## src/rtl/rdiv_pkg.sv

```systemverilog
package rdiv_pkg;

  typedef enum logic [0:0] {
    ST_IDLE = 1'b0,
    ST_RUN  = 1'b1
  } rdiv_state_e;

endpackage

```

## src/rtl/rdiv_trial.sv

```systemverilog
// One trial step: subtract the divisor from the shifted partial remainder,
// test the borrow, and add the divisor back if the difference went negative.
module rdiv_trial #(
  parameter int WIDTH = 4
) (
  input  logic [WIDTH:0]   partial,
  input  logic [WIDTH-1:0] dsr,
  output logic [WIDTH-1:0] new_left,
  output logic             qbit
);

  localparam int EW = WIDTH + 2;

  logic [EW-1:0] diff;
  logic [EW-1:0] restored;
  logic          neg;

  always_comb begin
    diff     = {1'b0, partial} - {2'b00, dsr};
    neg      = diff[EW-1];
    restored = diff + {2'b00, dsr};
    new_left = neg ? restored[WIDTH-1:0] : diff[WIDTH-1:0];
    qbit     = ~neg;
  end

endmodule

```

## src/rtl/rdiv_ctrl.sv

```systemverilog
module rdiv_ctrl
  import rdiv_pkg::*;
#(
  parameter int WIDTH = 4
) (
  input  logic clk,
  input  logic rst_n,
  input  logic start,
  output logic load,
  output logic step,
  output logic busy,
  output logic done
);

  localparam int CW = (WIDTH > 1) ? $clog2(WIDTH) : 1;
  localparam logic [CW-1:0] LAST_CNT = CW'(WIDTH - 1);

  rdiv_state_e   state_q, state_d;
  logic [CW-1:0] cnt_q, cnt_d;
  logic          cnt_en;
  logic          done_q, done_d;
  logic          last;

  always_comb begin
    load    = (state_q == ST_IDLE) && start;
    step    = (state_q == ST_RUN);
    last    = step && (cnt_q == LAST_CNT);
    state_d = state_q;
    if (load)      state_d = ST_RUN;
    else if (last) state_d = ST_IDLE;
    cnt_en = load | step;
    cnt_d  = load ? '0 : cnt_q + 1'b1;
    done_d = done_q;
    if (load)      done_d = 1'b0;
    else if (last) done_d = 1'b1;
  end

  always_ff @(posedge clk or negedge rst_n) begin
    if (!rst_n) begin
      state_q <= ST_IDLE;
      cnt_q   <= '0;
      done_q  <= 1'b0;
    end else begin
      state_q <= state_d;
      if (cnt_en) cnt_q <= cnt_d;
      done_q <= done_d;
    end
  end

  assign busy = (state_q == ST_RUN);
  assign done = done_q;

  a_r9_busy_done_excl: assert property (@(posedge clk) disable iff (!rst_n)
    !(busy && done));

  a_r2_start_accepted: assert property (@(posedge clk) disable iff (!rst_n)
    (start && !busy) |=> (busy && !done));

  a_r3_run_continues: assert property (@(posedge clk) disable iff (!rst_n)
    (busy && cnt_q != LAST_CNT) |=> busy);

  a_r3_done_after_run: assert property (@(posedge clk) disable iff (!rst_n)
    $rose(done) |-> $past(busy));

  a_r8_done_held: assert property (@(posedge clk) disable iff (!rst_n)
    (done && !start) |=> done);

endmodule

```

## src/rtl/rdiv_datapath.sv

```systemverilog
module rdiv_datapath #(
  parameter int WIDTH = 4
) (
  input  logic             clk,
  input  logic             rst_n,
  input  logic             load,
  input  logic             step,
  input  logic [WIDTH-1:0] dividend,
  input  logic [WIDTH-1:0] divisor,
  output logic [WIDTH-1:0] quotient,
  output logic [WIDTH-1:0] remainder,
  output logic             div_by_zero
);

  localparam int RW = 2 * WIDTH;

  logic [RW-1:0]    rem_q, rem_d;
  logic [WIDTH-1:0] quo_q, quo_d;
  logic [WIDTH-1:0] dsr_q;
  logic             dbz_q;
  logic             rem_en;
  logic [WIDTH:0]   partial;
  logic [WIDTH-1:0] low_shift;
  logic [WIDTH-1:0] new_left;
  logic             qbit;

  // Shifted partial remainder keeps the bit that leaves the upper half.
  assign partial   = rem_q[RW-1:WIDTH-1];
  assign low_shift = {rem_q[WIDTH-2:0], 1'b0};

  rdiv_trial #(.WIDTH(WIDTH)) u_trial (
    .partial  (partial),
    .dsr      (dsr_q),
    .new_left (new_left),
    .qbit     (qbit)
  );

  always_comb begin
    rem_en = load | step;
    if (load) begin
      rem_d = {{WIDTH{1'b0}}, dividend};
      quo_d = '0;
    end else begin
      rem_d = {new_left, low_shift};
      quo_d = {quo_q[WIDTH-2:0], qbit};
    end
  end

  always_ff @(posedge clk or negedge rst_n) begin
    if (!rst_n) begin
      rem_q <= '0;
      quo_q <= '0;
      dsr_q <= '0;
      dbz_q <= 1'b0;
    end else begin
      if (rem_en) begin
        rem_q <= rem_d;
        quo_q <= quo_d;
      end
      if (load) begin
        dsr_q <= divisor;
        dbz_q <= (divisor == '0);
      end
    end
  end

  assign quotient    = quo_q;
  assign remainder   = rem_q[RW-1:WIDTH];
  assign div_by_zero = dbz_q;

  a_r5_rem_below_divisor: assert property (@(posedge clk) disable iff (!rst_n)
    (step && dsr_q != '0) |=> (rem_q[RW-1:WIDTH] < dsr_q));

  a_r6_zero_divisor_ones: assert property (@(posedge clk) disable iff (!rst_n)
    (step && dsr_q == '0) |=> quo_q[0]);

  a_r7_divisor_stable: assert property (@(posedge clk) disable iff (!rst_n)
    !load |=> $stable(dsr_q));

endmodule

```

## src/rtl/restoring_divider.sv

```systemverilog
module restoring_divider #(
  parameter int WIDTH = 4
) (
  input  logic             clk,
  input  logic             rst_n,
  input  logic             start,
  input  logic [WIDTH-1:0] dividend,
  input  logic [WIDTH-1:0] divisor,
  output logic             busy,
  output logic             done,
  output logic             div_by_zero,
  output logic [WIDTH-1:0] quotient,
  output logic [WIDTH-1:0] remainder
);

  logic load;
  logic step;

  rdiv_ctrl #(.WIDTH(WIDTH)) u_ctrl (
    .clk   (clk),
    .rst_n (rst_n),
    .start (start),
    .load  (load),
    .step  (step),
    .busy  (busy),
    .done  (done)
  );

  rdiv_datapath #(.WIDTH(WIDTH)) u_dp (
    .clk         (clk),
    .rst_n       (rst_n),
    .load        (load),
    .step        (step),
    .dividend    (dividend),
    .divisor     (divisor),
    .quotient    (quotient),
    .remainder   (remainder),
    .div_by_zero (div_by_zero)
  );

  a_r10_flag_matches_done: assert property (@(posedge clk) disable iff (!rst_n)
    (busy && !div_by_zero) |=> !div_by_zero);

endmodule

```

## config.mk

```make
export PLATFORM = sky130hd
export DESIGN_NAME = restoring_divider
export DESIGN_NICKNAME = d
export VERILOG_FILES = /design/src/rtl/rdiv_pkg.sv /design/src/rtl/rdiv_trial.sv /design/src/rtl/rdiv_ctrl.sv /design/src/rtl/rdiv_datapath.sv /design/src/rtl/restoring_divider.sv
export SDC_FILE = /design/constraint.sdc
export NUM_CORES = 1
export LEC_CHECK = 0
export ABC_AREA = 1
export BUFFER_PORTS_ARGS = -buffer_cell sky130_fd_sc_hd__clkbuf_2
export CORE_MARGIN = 4
export CORE_UTILIZATION = 34
export DETAILED_ROUTE_END_ITERATION = 16
export GPL_TIMING_DRIVEN = 0
export PLACE_DENSITY = 0.57
export RECOVER_POWER = 50
export SYNTH_ARGS = -nofsm -noshare
export SYNTH_HDL_FRONTEND = slang
export SYNTH_SLANG_ARGS = --single-unit
export TNS_END_PERCENT = 50
```

## constraint.sdc

```tcl
create_clock -name clk -period 5.6 [get_ports clk]
set_input_delay 0.56 -clock clk [delete_from_list [all_inputs] [get_ports clk]]
set_output_delay 0.56 -clock clk [all_outputs]
set_load 0.01 [all_outputs]
```

==> metrics.md <==
| Metric | Value |
|---|---|
| Outcome | finished, final reports clean |
| Synth Instances | ~140 |
| Post-synthesis sequential area ratio | between 40 and 50% |
| Die W | around 68 microns |
| Clock sink count | 21 |
| #FFs+latches synth | 21 |
| CP max stage delay | ~0.44 ns |
| Area after DPL | 1370 sq um |
| Area grow syn2layout | 14.92% |
| Initial core utilization | ~36% |
| CTS tree | built |
| Final-report setup violation count | 0 |
| Initial drt markers | 31 |
| Worst Path Required | 5.80 ns |
| Number of fill cells | around 370 |
| Hold WC Path Type | input pin to register |
| H-tree depth | 1 |
| Compound-cell area share of the yosys netlist | 8.497% |
| Die Y | 67.59 microns |
| Number of I/O port buffers | 21 |
| Unrepaired setup endpoints after global routing | no |
| Fin cells | ~210 |
| Pre-CTS WS | approximately 3.2 ns |
| Antenna Cells | 0 |
| Vias in the first global route | between 900 and 1000 |
| # hold bufs at CTS | 0 |
| Pins over their slew limit | 0 |
| Most common cell on crit path | inv_1 |
| CTS resizes | 0 |
| Crit end category | register |
| Most common cell after layout, fill and taps aside | nand2_1 |
| Post-Synth Simple-Gate Area | 24.04% |
| Critical path cell sequence | inv_1, ha_1, inv_1, fa_1, xnor2_1, inv_1, ha_1, or2_4, nand3_2, nand2_2, nor2_1, nand2_1, nand3_1, nand2_1 |
| Post-synthesis mux area share | 0% |
| Skew final | 0.005593 ns |
| Startpoint Class | register |
| Clock Latency Late Sink | roughly 0.30 ns |
| Largest family of logic cells by synthesized area | simple AND/OR/NAND/NOR gates |
| Full die area | between 4000 and 5000 sq um |
| Via density | approximately 4.5 |
| Nets | between 150 and 200 |
| GRT overflow | 0 |
| Vias | between 900 and 1000 |
| Peak VDD IR | between 200 and 300 uV |
| Final Hold Viols | 0 |
| WL per Instance | 10.96 microns |
| Setup CP Type | register to register |
| Yosys cell types | 26 |
| Fin crit share | between 40% and 50% |
| Final ANT Viol Nets | 0 |
| Largest net degree at the start of global routing | 22 |
| Post-synthesis cell area | around 1200 sq um |
| Max Clk Rate | 412.0 MHz |
| CP Data Arrival Time | approximately 2.6 ns |
| Post-synthesis adder-cell area fraction | 10.57% |
| Row count | 21 |
| Routability cong. | around 0.76 |
| Rel. slew slack | ~22% |
| DRC viols | 0 |
| Core area | between 3000 and 4000 sq um |
| Antenna violations before repair | 0 |
| Xor and xnor area share after synthesis | under 10% |
| Fin Setup TNS | 0 ns |
| IO Count | 22 |
| Clk slew on worst S/H paths | about 0.11 ns |
| Finished Cell Area | 1388 sq um |
| WHS | ~0.45 ns |
| Placed instance count | 210 |
| Most frequent cells in the layout | 39 x nand2_1, 22 x inv_1, 21 x dfrtp_1 |
| Synthesis Warnings | 0 |
| P per Cell Area | roughly 710 nW/um^2 |
| Syn avg cell area | around 8.4 sq um |
| Measured slew at the worst slew-check pin | 1.177 ns |
| Post-CTS setup buffer count | 0 |
| First-pass GRT wire length | 4.064 mm |
| CTS root buf | clkbuf_4 |
| Total CTS buffers | 3 |
| Layout cell share with drive strength beyond 1 | between 20% and 30% |
| GRT Util Overall | between 10% and 20% |
| Routed Wire Length | approximately 2.3 mm |
| Drt pass-1 iters | 4 |
| Crit path time final | 2.427 ns |
| Max-cap violations | 0 |
| CP Max Fanout | 4 |
| Syn_nets | about 160 |
| DP Wirelength | around 1.8 mm |
| Worst-case clock buffer depth | 2 |
| Setup WS post-layout | around 3.2 ns |
| Crit path max-delay cell type | fa_1 |
| Static leakage | roughly 0.76 nW |
worst paths after layout:
path / depth (start not counted) / end / start / slack (ns)
min in group asynchronous: 1 / u_ctrl.done / rst_n / 0.46
worst max-delay path: 14 / u_dp.rem_q[7] / u_dp.rem_q[3] / 3.17
worst min-delay path: 3 / u_dp.rem_q[0] / dividend[0] / 0.45
worst max register to register: 14 / u_dp.rem_q[7] / u_dp.rem_q[3] / 3.17
max in group asynchronous: 1 / u_dp.rem_q[3] / rst_n / 4.44
worst min register to register: 2 / u_dp.rem_q[0] / u_dp.rem_q[0] / 0.49
stage by stage:
step / power, mW / util [%]
CTS: 1.007 / 41.20
detailed placement: 0.9286 / 40.42
floorplan: 0.7817 / -
global route: 1.105 / 40.94
finish: 0.9864 / 40.94
global placement: 0.9054 / 40.42
Yosys cell counts:
cell type | count | area, sq um
buf_4 | 6 | 45.04
o211ai_1 | 3 | 22.52
nand3_1 | 5 | 25.02
nand3_2 | 2 | 20.02
nor2_2 | 3 | 18.77
nand4_1 | 1 | 6.260
xor2_1 | 1 | 8.760
nand2_1 | 39 | 146.4
xnor2_1 | 1 | 8.760
ha_1 | 7 | 87.58
fa_1 | 2 | 40.04
buf_2 | 1 | 5.000
inv_2 | 3 | 11.26
o21ai_1 | 2 | 10.01
nor2_4 | 1 | 11.26
nor2_1 | 4 | 15.01
or2_4 | 1 | 8.760
dfrtp_1 | 21 | 525.5
o22ai_1 | 3 | 18.77
nand3b_1 | 1 | 7.510
a22o_1 | 1 | 8.760
nand2_2 | 5 | 31.28
a22oi_1 | 1 | 7.510
a21oi_1 | 1 | 5.000
inv_1 | 22 | 82.58
o21ai_0 | 6 | 30.03
critical path, delay by kind of cell, from the launching register on:
kind	cells	cell delay, ns
buffers and inverters	3	0.26
adders and majority gates	3	0.91
xor gates and xnor gates	1	0.17
and+or+nand+nor	7	0.61
DFF	1	0.38
cells by family after synthesis:
group	Yosys count
adder cells (fa/ha/maj)	9
buffers and inverters	32
AO/OA/AOI/OAI	17
XOR/XNOR	2
flip-flops	21
AND/OR/NAND/NOR	62
state kept, by name, summed over array words and instances (netlist names):
name and cells:
u_ctrl.done 1, u_ctrl.busy 1, u_dp.quotient 4, u_ctrl.cnt_q 2, u_dp.div_by_zero 1, u_dp.dsr_q 4, u_dp.rem_q 8
report_power, final:
group	leakage (nW)	switching (mW)	total, mW	internal (mW)
sequential	0.257	0.0496	0.273	0.223
combinational	0.485	0.362	0.639	0.277
clock	0.0150	0.0465	0.0742	0.0277
final cells by class:
cell class	instances	area (sq um)	area share [%]
Buffer	7	45.04	3.246
Sequential cell	21	525.5	37.87
Tap cell	46	57.56	4.148
Inverter	25	93.84	6.763
Timing Repair Buffer	21	103.9	7.484
Clock buffer	4	26.28	1.894
Multi-Input combinational cell	90	535.5	38.59
routing by layer:
layer | track usage, % | wire (microns) | share of wire [%] | vias to the layer above
li1 | - | - | - | 492
met4 | 3.797 | 11 | 0.47 | 0
met1 | 15.98 | 1116 | 48 | 450
met2 | 18.59 | 1138 | 49 | 17
met3 | 1.498 | 80 | 3.4 | 2
met5 | 0 | 0 | 0 | -
Note: power is estimated with default switching activity, not from simulation.
